File: config.mk
export PLATFORM = sky130hd
export DESIGN_NAME = sg_dma_walker
export DESIGN_NICKNAME = d
export VERILOG_FILES = /design/src/rtl/sg_dma_pkg.sv /design/src/rtl/sg_desc_decode.sv /design/src/rtl/sg_burst_len.sv /design/src/rtl/sg_dma_walker.sv
export SDC_FILE = /design/constraint.sdc
export NUM_CORES = 1
export LEC_CHECK = 0
export ABC_AREA = 0
export BUFFER_PORTS_ARGS = -buffer_cell sky130_fd_sc_hd__buf_2
export CAP_MARGIN = 20
export CORE_ASPECT_RATIO = 1.25
export CORE_MARGIN = 1.5
export CORE_UTILIZATION = 45
export CTS_CLUSTER_SIZE = 14
export DETAILED_ROUTE_END_ITERATION = 10
export GPL_ROUTABILITY_DRIVEN = 0
export GPL_TIMING_DRIVEN = 1
export PLACE_DENSITY = 0.66
export REMOVE_ABC_BUFFERS = 1
export SYNTH_ARGS = -nofsm -noshare
export SYNTH_HDL_FRONTEND = slang
export SYNTH_SLANG_ARGS = --single-unit
File: constraint.sdc
create_clock -name clk -period 5.1 [get_ports clk]
set_input_delay 0.51 -clock clk [delete_from_list [all_inputs] [get_ports clk]]
set_output_delay 0.51 -clock clk [all_outputs]
set_load 0.01 [all_outputs]
File: src/rtl/sg_dma_pkg.sv
package sg_dma_pkg;
    typedef enum logic [1:0] {
        ST_IDLE,
        ST_CHECK,
        ST_FETCH,
        ST_BURST
    } sg_state_e;

    localparam int SEG_CW = 17;

    typedef struct packed {
        logic [31:0]       addr;
        logic [SEG_CW-1:0] count;
        logic              last;
    } seg_desc_t;
endpackage

File: src/rtl/sg_desc_decode.sv
module sg_desc_decode
    import sg_dma_pkg::*;
(
    input  logic [63:0] word,
    output seg_desc_t   desc
);
    logic [15:0] raw_even;

    always_comb begin
        raw_even   = word[47:32] & 16'hFFFE;
        desc.addr  = word[31:0];
        desc.last  = word[63];
        desc.count = (raw_even == 16'h0) ? SEG_CW'(17'h10000) : {1'b0, raw_even};
    end
endmodule

File: src/rtl/sg_burst_len.sv
module sg_burst_len #(
    parameter int XW        = 20,
    parameter int BURST_MAX = 16,
    parameter int BLW       = 5
) (
    input  logic [XW-1:0]                 need,
    input  logic [sg_dma_pkg::SEG_CW-1:0] seg_left,
    output logic [BLW-1:0]                len
);
    int unsigned a, b, m;

    always_comb begin
        a = 32'(need);
        b = 32'(seg_left);
        m = (a < b) ? a : b;
        if (m > 32'(BURST_MAX)) m = 32'(BURST_MAX);
        len = BLW'(m);
    end
endmodule

File: src/rtl/sg_dma_walker.sv
module sg_dma_walker
    import sg_dma_pkg::*;
#(
    parameter int XW        = 20,
    parameter int BURST_MAX = 16,
    parameter int PAGE      = 4096,
    localparam int BLW      = $clog2(BURST_MAX) + 1
) (
    input  logic           clk,
    input  logic           rst,
    input  logic           start,
    input  logic           cont,
    input  logic [31:0]    tbl_base,
    input  logic [XW-1:0]  xfer_len,
    input  logic           dir_to_mem,
    output logic           mem_req,
    input  logic           mem_gnt,
    output logic           mem_we,
    output logic           mem_desc,
    output logic [31:0]    mem_addr,
    output logic [BLW-1:0] mem_len,
    input  logic [63:0]    mem_rdata,
    output logic [XW-1:0]  loc_idx,
    output logic           busy,
    output logic           done,
    output logic           exhausted
);
    sg_state_e state, state_nx;

    logic [31:0]       ptr_q, base_q, seg_addr_q;
    logic [SEG_CW-1:0] seg_cnt_q;
    logic              seg_last_q, dir_q;
    logic [XW-1:0]     need_q, loc_q;

    seg_desc_t      fetched;
    logic [BLW-1:0] blen;
    logic           table_end, seg_empty, need_zero;

    sg_desc_decode u_dec (
        .word (mem_rdata),
        .desc (fetched)
    );

    sg_burst_len #(
        .XW        (XW),
        .BURST_MAX (BURST_MAX),
        .BLW       (BLW)
    ) u_len (
        .need     (need_q),
        .seg_left (seg_cnt_q),
        .len      (blen)
    );

    assign seg_empty = (seg_cnt_q == '0);
    assign need_zero = (need_q == '0);
    assign table_end = seg_last_q || ((ptr_q - base_q) >= 32'(PAGE));

    always_comb begin
        state_nx = state;
        unique case (state)
            ST_IDLE:  if (start || cont) state_nx = ST_CHECK;
            ST_CHECK: begin
                if (need_zero)       state_nx = ST_IDLE;
                else if (!seg_empty) state_nx = ST_BURST;
                else if (table_end)  state_nx = ST_IDLE;
                else                 state_nx = ST_FETCH;
            end
            ST_FETCH: if (mem_gnt) state_nx = ST_CHECK;
            ST_BURST: if (mem_gnt) state_nx = ST_CHECK;
            default:  state_nx = ST_IDLE;
        endcase
    end

    always_ff @(posedge clk) begin
        if (rst) state <= ST_IDLE;
        else     state <= state_nx;
    end

    always_ff @(posedge clk) begin
        if (rst) begin
            ptr_q      <= '0;
            base_q     <= '0;
            seg_addr_q <= '0;
            seg_cnt_q  <= '0;
            seg_last_q <= 1'b0;
            dir_q      <= 1'b0;
            need_q     <= '0;
            loc_q      <= '0;
        end else begin
            unique case (state)
                ST_IDLE: begin
                    if (start) begin
                        ptr_q      <= tbl_base;
                        base_q     <= tbl_base;
                        seg_addr_q <= '0;
                        seg_cnt_q  <= '0;
                        seg_last_q <= 1'b0;
                    end
                    if (start || cont) begin
                        need_q <= xfer_len;
                        loc_q  <= '0;
                        dir_q  <= dir_to_mem;
                    end
                end
                ST_FETCH: if (mem_gnt) begin
                    seg_addr_q <= fetched.addr;
                    seg_cnt_q  <= fetched.count;
                    seg_last_q <= fetched.last;
                    ptr_q      <= ptr_q + 32'd8;
                end
                ST_BURST: if (mem_gnt) begin
                    seg_addr_q <= seg_addr_q + 32'(blen);
                    seg_cnt_q  <= seg_cnt_q - SEG_CW'(blen);
                    need_q     <= need_q - XW'(blen);
                    loc_q      <= loc_q + XW'(blen);
                end
                default: ;
            endcase
        end
    end

    always_comb begin
        busy      = (state != ST_IDLE);
        done      = (state == ST_CHECK) && need_zero;
        exhausted = (state == ST_CHECK) && !need_zero && seg_empty && table_end;
        mem_req   = (state == ST_FETCH) || (state == ST_BURST);
        mem_desc  = (state == ST_FETCH);
        mem_we    = (state == ST_BURST) && dir_q;
        mem_addr  = (state == ST_FETCH) ? ptr_q : seg_addr_q;
        mem_len   = (state == ST_FETCH) ? BLW'(8) : blen;
        loc_idx   = loc_q;
    end
endmodule

# After elaboration in Yosys (flattened, before gate mapping)
# Cells that the tools add are included.
[totals] register_bits=157 latchBits=0 ramBits=0 romBits=0 in_bits=122 output_inout_bits=63 wordCells=81 mem_count=0
[op_classes] add_sub_neg=6 n_mul=0 div_mod_pow=0 n_lt_le_gt_ge=3 eq_ne=8 shift=0 mux=31 bitwise_logic=0 n_reduce_logical=24
[op_table] op="32-bit two-way mux" count=6
[op_table] op="20-bit two-way mux" count=5
[op_table] op="32-bit case mux with 3 select lines" count=1
[op_table] op="20-bit case mux with 2 select lines" count=2
[op_table] op="17-bit two-way mux" count=4
[op_table] op="32-bit case mux with 2 select lines" count=1
[op_table] op="17-bit case mux with 3 select lines" count=1
[op_table] op="32-bit by 4-bit adder with 32-bit output (second input constant)" count=1
[op_table] op="32-bit by 5-bit adder with 32-bit output" count=1
[op_table] op="32-bit by 13-bit greater-or-equal comparator with 1-bit output (second input constant)" count=1
[op_table] op="32-bit subtractor" count=1
[op_table] op="20-bit by 5-bit adder with 20-bit output" count=1
[op_table] op="20-bit by 5-bit greater-than comparator with 1-bit output (second input constant)" count=1
[op_table] op="20-bit logical NOT" count=1
[op_table] op="20-bit by 17-bit < comparator with 1-bit output" count=1
[op_table] op="20-bit by 5-bit subtractor with 20-bit output" count=1
[op_table] op="17-bit logical NOT" count=1
[op_table] op="17-bit by 5-bit subtractor with 17-bit output" count=1
[op_table] op="16-bit logical NOT" count=1
[op_table] op="2-bit two-way mux" count=5
[op_table] op="5-bit two-way mux" count=2
[op_table] op="2-bit inequality test (second input constant)" count=4
[op_table] op="2-bit case mux with 3 select lines" count=1
[op_table] op="2-bit AND reduction" count=3
[op_table] op="other kinds (14)" count=25

# Longest topological paths before layout
# Gate-level depths: netlist of the first run.
[depth] depth_word=7 mapped_depth=25 depth_no_buf=23

# Modules after synthesis
# A second synthesis of the first run with hierarchy kept.
[hier_totals] hier_cells=1694 hier_area_um2=11866.4
[by_module_without_submodules] module="sg_dma_walker" instances=1 cells_per_inst=1559 area_per_inst_um2=10933.0 seq_area_each_um2=3143.0
[by_module_without_submodules] module="sg_burst_len" instances=1 cells_per_inst=80 area_per_inst_um2=585.6 seq_area_each_um2=0.0
[by_module_without_submodules] module="sg_desc_decode" instances=1 cells_per_inst=55 area_per_inst_um2=347.8 seq_area_each_um2=0.0

# Least setup slack after synthesis of the first run
# No wires, ideal clock.
[synth_path] path_type="register -> register" start="reg seg_cnt_q[1]" end="reg seg_addr_q[24]" setup_time_ps=132 arrival_time_ps=4490 required_ps=4968 path_slack_ps=478 stages_incl_launch_ff=23 n_path_buf=1 period_less_slack_ps=4622 path_cell_list="dfxtp_1 -> inv_1 -> ha_1 -> a21o_1 -> a21o_1 -> a21o_1 -> a21o_1 -> a211oi_1 -> o21a_1 -> buf_2 -> mux2i_1 -> nor2_1 -> ha_1 -> inv_1 -> fa_1 -> nor2b_1 -> o21a_1 -> o21ai_0 -> a2111oi_4 -> nand3_1 -> xnor2_1 -> a221oi_1 -> nor3_1"
[synth_between] elab_chain_len=7
[synth_rtl] element="from (decl)" line_no="sg_dma_walker.sv:31" text="logic [SEG_CW-1:0] seg_cnt_q;"
[synth_rtl] element="from (signal assigned)" line_no="sg_dma_walker.sv:107" text="seg_cnt_q <= fetched.count;"
[synth_rtl] element="from (signal assigned)" line_no="sg_dma_walker.sv:113" text="seg_cnt_q <= seg_cnt_q - SEG_CW'(blen);"
[synth_rtl] element="20-bit by 17-bit < comparator with 1-bit output" line_no="sg_burst_len.sv:15" text="m = (a < b) ? a : b;"
[synth_rtl] element="20-bit two-way mux *" line_no="sg_burst_len.sv:15"
[synth_rtl] element="20-bit by 5-bit greater-than comparator with 1-bit output" line_no="sg_burst_len.sv:16" text="if (m > 32'(BURST_MAX)) m = 32'(BURST_MAX);"
[synth_rtl] element="5-bit two-way mux *" line_no="sg_burst_len.sv:16"
[synth_rtl] element="32-bit by 5-bit adder with 32-bit output *" line_no="sg_dma_walker.sv:112" text="seg_addr_q <= seg_addr_q + 32'(blen);"
[synth_rtl] element="32-bit two-way mux *" line_no="sg_dma_walker.sv:111" text="ST_BURST: if (mem_gnt) begin"
[synth_rtl] element="32-bit case mux with 3 select lines *" line_no="sg_dma_walker.sv:90" text="unique case (state)"
[synth_rtl] element="to (signal assigned)" line_no="sg_dma_walker.sv:106" text="seg_addr_q <= fetched.addr;"
[synth_rtl] element="to (signal assigned)" line_no="sg_dma_walker.sv:112"
[synth_rtl] element="to (decl)" line_no="sg_dma_walker.sv:30" text="logic [31:0] ptr_q, base_q, seg_addr_q;"
# Mark *: on every way between the ends. The rest lies on a longest branch, timed or not. The select of a mux whose other input is x is not followed.
# A chain may end at the register's enable or synchronous reset.

# Worst setup path after layout of the first run
[layout_path] start="reg need_q[11]" end="reg loc_q[16] (netlist: loc_idx[16])"
[layout_between] elab_chain_len=7
[layout_rtl] element="from (decl)" line_no="sg_dma_walker.sv:33" text="logic [XW-1:0] need_q, loc_q;"
[layout_rtl] element="from (signal assigned)" line_no="sg_dma_walker.sv:100" text="need_q <= xfer_len;"
[layout_rtl] element="from (signal assigned)" line_no="sg_dma_walker.sv:114" text="need_q <= need_q - XW'(blen);"
[layout_rtl] element="20-bit by 17-bit < comparator with 1-bit output" line_no="sg_burst_len.sv:15"
[layout_rtl] element="20-bit two-way mux *" line_no="sg_burst_len.sv:15"
[layout_rtl] element="20-bit by 5-bit greater-than comparator with 1-bit output" line_no="sg_burst_len.sv:16"
[layout_rtl] element="5-bit two-way mux *" line_no="sg_burst_len.sv:16"
[layout_rtl] element="20-bit by 5-bit adder with 20-bit output *" line_no="sg_dma_walker.sv:115" text="loc_q <= loc_q + XW'(blen);"
[layout_rtl] element="20-bit two-way mux *" line_no="sg_dma_walker.sv:111"
[layout_rtl] element="20-bit case mux with 2 select lines *" line_no="sg_dma_walker.sv:90"
[layout_rtl] element="to (signal assigned)" line_no="sg_dma_walker.sv:115"
[layout_rtl] element="to (decl)" line_no="sg_dma_walker.sv:33"
# Marked as above.

==> results of run 1 <==
[state kept, by name, summed over array words and instances, names as in the netlist]
signal / flops
state: 2
loc_idx: 20
need_q: 20
seg_addr_q: 32
dir_q: 1
base_q: 32
seg_last_q: 1
seg_cnt_q: 17
ptr_q: 32
[layout make-up]
cell class                      instances  area [um^2]
Fill cell                            2558        11980
Multi-Input combinational cell       1315         7779
Sequential cell                       157         3146
Timing Repair Buffer                  201         1091
Clock buffer                           20        456.7
Tap cell                              335        419.2
Inverter                               88        330.3
Clock inverter                         11        166.4
Antenna cell                            1        2.502
[logic make-up (layout without fill, tap and decap cells)]
group / Yosys count / after routing / share of synthesized area [%]
other: 0 / 1 / 0
adder cells (fa/ha/maj): 73 / 73 / 8.150
flip-flops: 157 / 157 / 26.94
XOR/XNOR: 34 / 34 / 2.552
buffers and inverters: 188 / 320 / 6.584
AND/OR/NAND/NOR: 703 / 703 / 27.41
multiplexers: 33 / 33 / 2.885
AO/OA/AOI/OAI: 472 / 472 / 25.48
[repair_timing]
action                     in CTS  in global routing
setup buffers                   0                  2
setup endpoints to repair       0                 22
gates resized for setup         0                  4
[power breakdown]
| group | internal, mW | total [mW] | switching, mW |
|---|---|---|---|
| clock | 0.842 | 1.39 | 0.552 |
| sequential | 1.46 | 1.76 | 0.301 |
| combinational | 2.04 | 5.24 | 3.20 |
[synth_stat cells, types with 25 or more instances]
library cell,number
dfxtp_1,157
nor3_1,41
a22oi_1,25
mux2i_1,28
nand3_1,45
a21oi_1,188
nand4_1,28
o21ai_0,89
ha_1,68
nand2_1,298
nor2_1,169
clkbuf_1,75
inv_1,88
[routing by layer]
layer  share of wire (%)  routed length, um  GRT usage, %  vias up
met2                  48              18050         47.28      463
met4                 4.5               1671         14.52        4
li1                    -                  -             -     6142
met5               0.067                 25             0        -
met3                 6.0               2266         5.348      109
met1                  41              15460         32.37     5904
[metrics by stage]
stage	power (mW)	area, um^2	setup TNS, ns	hold slack, ns	utilization (%)
6_report	8.399	13390	0	0.2937	52.77
5_1_grt	9.020	13390	0	0.3097	52.76
4_1_cts	8.287	13370	0	0.2915	52.68
3_5_place_dp	6.881	12740	0	0.4479	50.23
3_3_place_gp	6.793	12740	0	0.4396	50.23
2_1_floorplan	5.389	11230	-31.94	0.4258	-
[worst max-delay path by stage]
stage | end | depth (start not counted)
after floorplan | ptr_q[21]$_SDFFE_PP0P_ | 5
after global routing | loc_idx[18]$_SDFFE_PP0P_ | 22
after detailed placement | loc_idx[16]$_SDFFE_PP0P_ | 21
after CTS | seg_cnt_q[15]$_SDFFE_PP0P_ | 19
after global placement | seg_addr_q[12]$_SDFFE_PP0P_ | 22
final | loc_idx[16]$_SDFFE_PP0P_ | 17
[cell usage in the layout, fill, tap and decap left out, types with 6 or more instances in the layout]
cell         n
xnor2_1     18
mux2i_1     28
inv_1       87
nor2_1     168
nand4_1     28
o21a_1       9
nand3_1     45
a211o_1      6
o21ai_0     88
a21o_1      20
o31ai_1      9
a211oi_1    17
nor2b_1     13
a31oi_1     10
nand3b_1     6
nor4_1      20
or3_1       11
and3_1      19
nand2_1    298
a221oi_1    12
o211ai_1    12
nor3b_1      8
clkbuf_16   17
and2_1       8
a22oi_1     25
dfxtp_1    155
o22ai_1     11
nor3_1      41
buf_2      167
ha_1        68
nand2b_1    13
xor2_1      16
a21oi_1    187
a32o_1       8
buf_4       34
[worst max-delay path, delay by kind of cell (launching register included)]
kind	cells	cell delay [ns]
AO/OA/AOI/OAI	3	0.37
adder cells (fa/ha/maj)	2	0.53
buffers and inverters	2	0.22
flip-flops	1	0.39
multiplexers	1	0.15
AND/OR/NAND/NOR	9	2.95
==> impl_metrics.tcl, run 1 <==
set metrics [dict create \
    cts_tree "built" \
    clockRootBuffer "clkbuf_16" \
    die_h_um 183.0 \
    fp.dieW_um 147.0 \
    setup_violations 0 \
    crit_path_max_incr_delay_ns 0.65 \
    layout.cells.non_filler 2128 \
    vias 12620 \
    finalCritPeriodShare_pct 91.54 \
    ant_nets 0 \
    peakVddDrop_uv 357.7 \
    layout.nets 1975 \
    cts_inserted_buffers 17 \
    rr_worst_depth 17 \
    pwr_density_cell_mw_per_mm2 627.3 \
    rrSetupSlack_ns 0.43 \
    worstMarginPinSlew_ns 1.058 \
    drive_above_1_share_pct 14.51 \
    cap_violations 0 \
    syn_avg_cell_area_um2 7.029 \
    dp_hpwl_um 27240 \
    cellLeakagePower_nw 5.674 \
    first_global_vias 11890 \
    wl_per_cell_um 17.61 \
    grt_max_degree 99 \
    clk_path_buf_depth 2 \
    clock-sinks 157 \
    startpoint "need_q[11]$_SDFFE_PP0P_" \
    r2r-end "loc_idx[16]$_SDFFE_PP0P_" \
    synth_edf_count 0 \
    critPathMaxFanout 9 \
    max_freq_mhz 214.2 \
    core_mm2 0.02537 \
    io_buffers 168 \
    critPathRequiredTime_ns 5.47 \
    synth_top_area_cell "dfxtp_1" \
    globalRouteOverflowTotal 0 \
    clock_latency_ns 0.45 \
    initial_core_util_pct 45.98 \
    synthFlopType "dfxtp_1" \
    end_kind "register" \
    arrival_ns 5.04 \
    slew-limit-headroom_pct 29.33 \
    worst_path_max_delay_cell "or4_1" \
    synth_seq_cells 157 \
    worstPathCellList "or4_1, or3_1, nor2_2, mux2i_1, nor2_1, buf_4, ha_1, inv_1, fa_1, nor2b_1, o21ai_0, nand2b_1, a21o_1, nand3_1, or3_1, or3_1, a21oi_1" \
    ctsHoldBuffers 0 \
    hold_viol 0 \
    rows 65 \
    grt_usage_pct 27.51 \
    worstHoldStart "dir_to_mem" \
    post-route-drc-count 0 \
    die_area_mm2 0.02691 \
    timing.rr.start "need_q[11]$_SDFFE_PP0P_" \
    synth_cell_types 78 \
    rsz0062_at_grt "false" \
    synth_top_area_share_pct 26.94 \
    ys_warn_count 0 \
    syn_area_mm2 0.01167 \
    synthCells 1660 \
    worstHoldEndpoint "dir_q$_SDFFE_PP0P_" \
    min_period_ns 4.669 \
    grt_pass1_wl_um 59760 \
    io_pins 185 \
    path_class "reg2reg" \
    cp-start-kind "register" \
    holdPathStages 3 \
    hold_class "in2reg" \
    antenna_found_initial 3 \
    routed_wl_um 37470 \
    path_common_cell "or3_1" \
    drtPass1Iterations 7 \
    cts.clk_slew.worst_paths_ns 0.07 \
    dp_cells 2094 \
    async_flop_share_pct 0 \
    final-max-slew-violation-count 0 \
    htreeDepth 4 \
    ys_seq_area_share_pct 26.94 \
    fin_ws_ns 0.4314 \
    area_growth_pct 14.77 \
    viasPerCell 5.931 \
    ys_top_cells_by_area "dfxtp_1 27%, nand2_1 9.6%, a21oi_1 8.1%" \
    dp_slack_ns 0.1942 \
    skew_ns 0.01653 \
    outcome "finished clean" \
    drt_iter0_drc 913 \
]
Note: power is estimated with default switching activity, not from simulation.
==> run 2, diff against run 1 <==
Settings changed: ABC_AREA 0 to 1, PLACE_DENSITY 0.66 to 0.65.
==> impl_metrics.tcl, run 2 <==
set metrics [dict create \
    grt_max_degree 78 \
    clock_latency_ns 0.44 \
    globalRouteOverflowTotal 0 \
    peakVddDrop_uv 442.6 \
    skew_ns 0.009498 \
    yosysMostFrequentCell "nand2_1" \
    cts_tree "built" \
    power_frac_comb_pct 64.6 \
    clk_path_buf_depth 2 \
    setup_violations 0 \
    finalCritPeriodShare_pct 91.03 \
    first_global_vias 12700 \
    dp_hpwl_um 29800 \
    rows 67 \
    async_flop_share_pct 0 \
    drtPass1Iterations 6 \
    htreeDepth 4 \
    area_growth_pct 14.90 \
    worstHoldStart "dir_to_mem" \
    startpoint "seg_cnt_q[13]$_SDFFE_PP0P_" \
    final_cell_mix "617 x nand2_1, 306 x inv_1, 181 x a21oi_1" \
    clockRootBuffer "clkbuf_16" \
    synth_seq_cells 157 \
    slew-limit-headroom_pct 34.02 \
    antenna_found_initial 3 \
    cts.clk_slew.worst_paths_ns 0.06 \
    arrival_ns 5.00 \
    ys_warn_count 0 \
    switching_share_pct 52.46 \
    routed_wl_um 38750 \
    timing.rr.start "seg_cnt_q[13]$_SDFFE_PP0P_" \
    finalSetupTns_ns 0 \
    fp.dieW_um 151.4 \
    clock-sinks 157 \
    die_area_mm2 0.02853 \
    dp_slack_ns 0.2883 \
    path_class "reg2reg" \
    hold_viol 0 \
    synth_cell_types 54 \
    p_clk_share_pct 15.3 \
    power.internal_mw 4.440 \
    drt_iter0_drc 967 \
    post-route-drc-count 0 \
    io_buffers 168 \
    grt_usage_pct 27.58 \
    layout.nets 2406 \
    worst_path_max_delay_cell "dfxtp_1" \
    critPathMaxFanout 6 \
    wl_per_cell_um 15.08 \
    p_switching_mw 4.900 \
    critPathRequiredTime_ns 5.45 \
    drive_above_1_share_pct 12.06 \
    ctsHoldBuffers 0 \
    grt_pass1_wl_um 62470 \
    outcome "finished clean" \
    cts_inserted_buffers 17 \
    pwr_density_cell_mw_per_mm2 656.4 \
    initial_core_util_pct 46.02 \
    min_period_ns 4.643 \
    ys_seq_area_share_pct 25.38 \
    crit_path_max_incr_delay_ns 0.41 \
    vias 13650 \
    fillers 2845 \
    synth_top_area_share_pct 25.38 \
    final_common_cell "nand2_1" \
    seqPwrFrac_pct 20.1 \
    syn_avg_cell_area_um2 5.968 \
    syn_area_mm2 0.01238 \
    viasPerCell 5.311 \
    core_mm2 0.02691 \
    ys_top_cells_by_area "dfxtp_1 25%, nand2_1 19%, inv_1 9.3%" \
    cap_violations 0 \
    end_kind "register" \
    max_freq_mhz 215.4 \
    fin_ws_ns 0.4573 \
    synthCells 2075 \
    hold_class "in2reg" \
    ant_nets 0 \
    rsz0062_at_grt "false" \
    cp-start-kind "register" \
    final-max-slew-violation-count 0 \
    cellLeakagePower_nw 6.818 \
    largest_registers "base_q (32), ptr_q (32), seg_addr_q (32)" \
    yosys-top-cells-count "617 x nand2_1, 308 x inv_1, 182 x a21oi_1, 181 x nor2_1, 157 x dfxtp_1" \
    die_h_um 188.5 \
    synthFlopType "dfxtp_1" \
    worstMarginPinSlew_ns 0.9886 \
    io_pins 185 \
    synth_top_area_cell "dfxtp_1" \
    synth_edf_count 0 \
    path_common_cell "nand2_1" \
]
run 2: cell count changes in the layout (fill, tap and decap cells not counted), sizes merged, moves of 14 or more:
| cell | before | now |
|---|---|---|
| and3 | 20 | 3 |
| nand2 | 298 | 623 |
| nand3 | 45 | 114 |
| buf | 201 | 185 |
| mux2i | 28 | 0 |
| a21o | 21 | 1 |
| nand2b | 14 | 0 |
| a31oi | 10 | 34 |
| nor2 | 169 | 190 |
| a22oi | 25 | 0 |
| inv | 88 | 312 |
| xnor2 | 18 | 4 |
| o21ai | 91 | 148 |
run 2: area by class of cell:
class / count / area, um^2 / share of cell area [%]
flip-flops and latches: 157 / 3143 / 22.09
inverters: 314 / 1185 / 8.327
clock buffers: 21 / 470.5 / 3.306
well taps: 345 / 431.7 / 3.033
repair buffers: 185 / 980.9 / 6.894
multi-input cells: 1536 / 7830 / 55.03
diodes: 1 / 2.502 / 0.01759
clock inverters: 10 / 186.4 / 1.310
run 2: final timing paths:
check	to	cells after the start	slack (ns)
worst max-delay path	seg_cnt_q[14]$_SDFFE_PP0P_	26	0.46
worst min register to register	base_q[22]$_SDFFE_PP0P_	2	0.45
worst max register to register	seg_cnt_q[14]$_SDFFE_PP0P_	26	0.46
worst min-delay path	dir_q$_SDFFE_PP0P_	3	0.31
run 2: repair_timing:
| action | 4_1_cts | 5_1_grt |
|---|---|---|
| setup buffers | 0 | 3 |
| setup endpoints to repair | 0 | 8 |
| gates resized for setup | 0 | 5 |
run 2: worst max-delay path, delay by kind of cell, from the launching register on:
kind / cells / cell delay [ns]
compound gates: 8 / 1.22
simple gates: 9 / 1.21
fa+ha+maj: 3 / 0.87
buf+inv: 5 / 0.52
flops: 1 / 0.41
mux: 1 / 0.33
run 2: per-stage QoR:
stage,utilization (%),power (mW),std cells,instance area (um^2),hold slack [ns]
final,52.88,9.340,2569,14230,0.3086
after global routing,52.87,10.26,2568,14230,0.3191
after detailed placement,50.18,7.763,2532,13500,0.4520
after CTS,52.62,9.221,2563,14160,0.2956
after global placement,50.18,7.667,2532,13500,0.4428
after floorplan,-,6.070,2006,12120,0.4346
run 2: kinds of logic (layout without fill, tap and decap cells):
logic type	count (synthesis)	in the layout	share of synthesized area, %
AND/OR/NAND/NOR	1019	1020	34.90
multiplexers	1	1	0.09092
other	0	1	0
adder cells (fa/ha/maj)	73	73	7.678
flip-flops	157	157	25.38
XOR/XNOR	13	13	0.9194
AO/OA/AOI/OAI	429	429	19.34
buffers and inverters	383	530	11.70
run 2: power groups by stage:
stage	Combinational [mW]	Clock, mW	Sequential (mW)
after CTS	5.90	1.46	1.86
after detailed placement	5.87	0	1.89
final	6.04	1.43	1.87
after floorplan	4.27	0	1.80
after global routing	6.84	1.50	1.92
after global placement	5.79	0	1.88
run 2: metal layers:
metal | up-vias | wire, um | global-route usage, %
met3 | 106 | 1805 | 4.019
met4 | 4 | 1725 | 13.67
li1 | 7022 | - | -
met5 | - | 23 | 0
met1 | 6131 | 16200 | 33.28
met2 | 382 | 19000 | 47.19
==> run 3, diff against run 2 <==
Settings changed: CORE_MARGIN 1.5 to 2.
==> impl_metrics.tcl, run 3 (synthesized netlist as in run 2, its figures left out) <==
set metrics [dict create \
    wl_per_cell_um 15.15 \
    grt_pass1_wl_um 62540 \
    p_clk_share_pct 14.4 \
    fin_ws_ns 0.4867 \
    end_kind "register" \
    antenna_found_initial 3 \
    clock_latency_ns 0.44 \
    final_common_cell "nand2_1" \
    crit_path_max_incr_delay_ns 0.41 \
    outcome "finished clean" \
    dp_hpwl_um 29790 \
    dp_slack_ns 0.3277 \
    viasPerCell 5.333 \
    setup_violations 0 \
    initial_core_util_pct 46.02 \
    io_pins 185 \
    clockRootBuffer "clkbuf_16" \
    arrival_ns 4.97 \
    routed_wl_um 38880 \
    rows 67 \
    final_cell_mix "617 x nand2_1, 306 x inv_1, 181 x a21oi_1" \
    hold_viol 0 \
    cts_tree "built" \
    skew_ns 0.01024 \
    path_common_cell "nand2_1" \
    power.internal_mw 4.314 \
    grt_max_degree 78 \
    drive_above_1_share_pct 11.93 \
    drtPass1Iterations 5 \
    min_period_ns 4.613 \
    p_switching_mw 4.903 \
    path_class "reg2reg" \
    cts.clk_slew.worst_paths_ns 0.07 \
    cts_inserted_buffers 17 \
    layout.nets 2403 \
    hold_class "in2reg" \
    switching_share_pct 53.20 \
    core_mm2 0.02691 \
    rsz0062_at_grt "false" \
    vias 13690 \
    ant_nets 0 \
    finalPower_mw 9.217 \
    grt_usage_pct 26.59 \
    drt_iter0_drc 973 \
    clock-sinks 157 \
    cellLeakagePower_nw 6.786 \
    htreeDepth 4 \
    area_growth_pct 14.39 \
    pwr_density_cell_mw_per_mm2 650.6 \
    worst_path_max_delay_cell "dfxtp_1" \
    fp.dieW_um 152.4 \
    finalCritPeriodShare_pct 90.46 \
    critPathMaxFanout 11 \
    worstMarginPinSlew_ns 1.123 \
    post-route-drc-count 0 \
    first_global_vias 12940 \
    final-max-slew-violation-count 0 \
    die_h_um 189.5 \
    cp-start-kind "register" \
    max_freq_mhz 216.8 \
    power_frac_comb_pct 65.2 \
    clk_path_buf_depth 2 \
    slew-limit-headroom_pct 24.99 \
    largest_registers "base_q (32), ptr_q (32), seg_addr_q (32)" \
    critPathRequiredTime_ns 5.45 \
    io_buffers 168 \
    cap_violations 0 \
    peakVddDrop_uv 621.0 \
    die_area_mm2 0.02887 \
    seqPwrFrac_pct 20.3 \
    globalRouteOverflowTotal 0 \
]
[run 3: final cells by class]
cell class	instances	area, um^2
Clock inverter	10	136.4
Clock buffer	22	474.2
Timing Repair Buffer	183	965.9
Multi-Input combinational cell	1535	7828
Fill cell	2833	12740
Antenna cell	1	2.502
Inverter	314	1185
Sequential cell	157	3143
Tap cell	345	431.7
[run 3: layer usage]
metal  global-route usage [%]  vias to the layer above  routed length (um)
met5                        0                        -                  26
met1                    30.72                     6215               16490
li1                         -                     7027                   -
met4                    12.37                        4                1511
met2                    48.22                      355               19080
met3                    3.983                       89                1781
[run 3: worst paths after layout]
| check | slack, ns | cells after the start | start | to |
|---|---|---|---|---|
| max | 0.49 | 29 | seg_cnt_q[13]$_SDFFE_PP0P_ | seg_cnt_q[14]$_SDFFE_PP0P_ |
| min | 0.30 | 3 | dir_to_mem | dir_q$_SDFFE_PP0P_ |
| max reg2reg | 0.49 | 29 | seg_cnt_q[13]$_SDFFE_PP0P_ | seg_cnt_q[14]$_SDFFE_PP0P_ |
| min reg2reg | 0.46 | 2 | base_q[9]$_SDFFE_PP0P_ | base_q[9]$_SDFFE_PP0P_ |
[run 3: critical path: cells and delay by family, from the launching register on]
kind | cells | cell delay [ns]
buffers and inverters | 4 | 0.35
adder cells (fa/ha/maj) | 3 | 0.87
AO/OA/AOI/OAI | 9 | 1.30
flip-flops | 1 | 0.41
AND/OR/NAND/NOR | 13 | 1.59
[run 3: timing repair]
| action | 4_1_cts | 5_1_grt |
|---|---|---|
| endpoints found under the hold margin | 0 | 0 |
| setup buffers | 0 | 1 |
| hold buffers | 0 | 0 |
| gates resized for setup | 0 | 5 |
| endpoints found under the setup margin | 0 | 11 |
[run 3: through the flow]
| step | hold WS, ns | utilization [%] | setup TNS (ns) | cell area, um^2 | instances |
|---|---|---|---|---|---|
| finish | 0.2981 | 52.64 | 0 | 14170 | 2567 |
| global route | 0.3200 | 52.63 | 0 | 14160 | 2566 |
| CTS | 0.2864 | 52.45 | 0 | 14110 | 2564 |
| detailed placement | 0.4518 | 50.18 | 0 | 13500 | 2532 |
| global placement | 0.4426 | 50.18 | 0 | 13500 | 2532 |
| floorplan | 0.4346 | - | -59.72 | 12120 | 2006 |
[run 3: power by group through the flow]
stage	Combinational, mW	Clock, mW	Sequential (mW)
floorplan	4.27	0	1.80
global placement	5.79	0	1.88
detailed placement	5.87	0	1.89
CTS	5.90	1.35	1.87
global route	6.79	1.41	1.92
finish	6.01	1.33	1.88
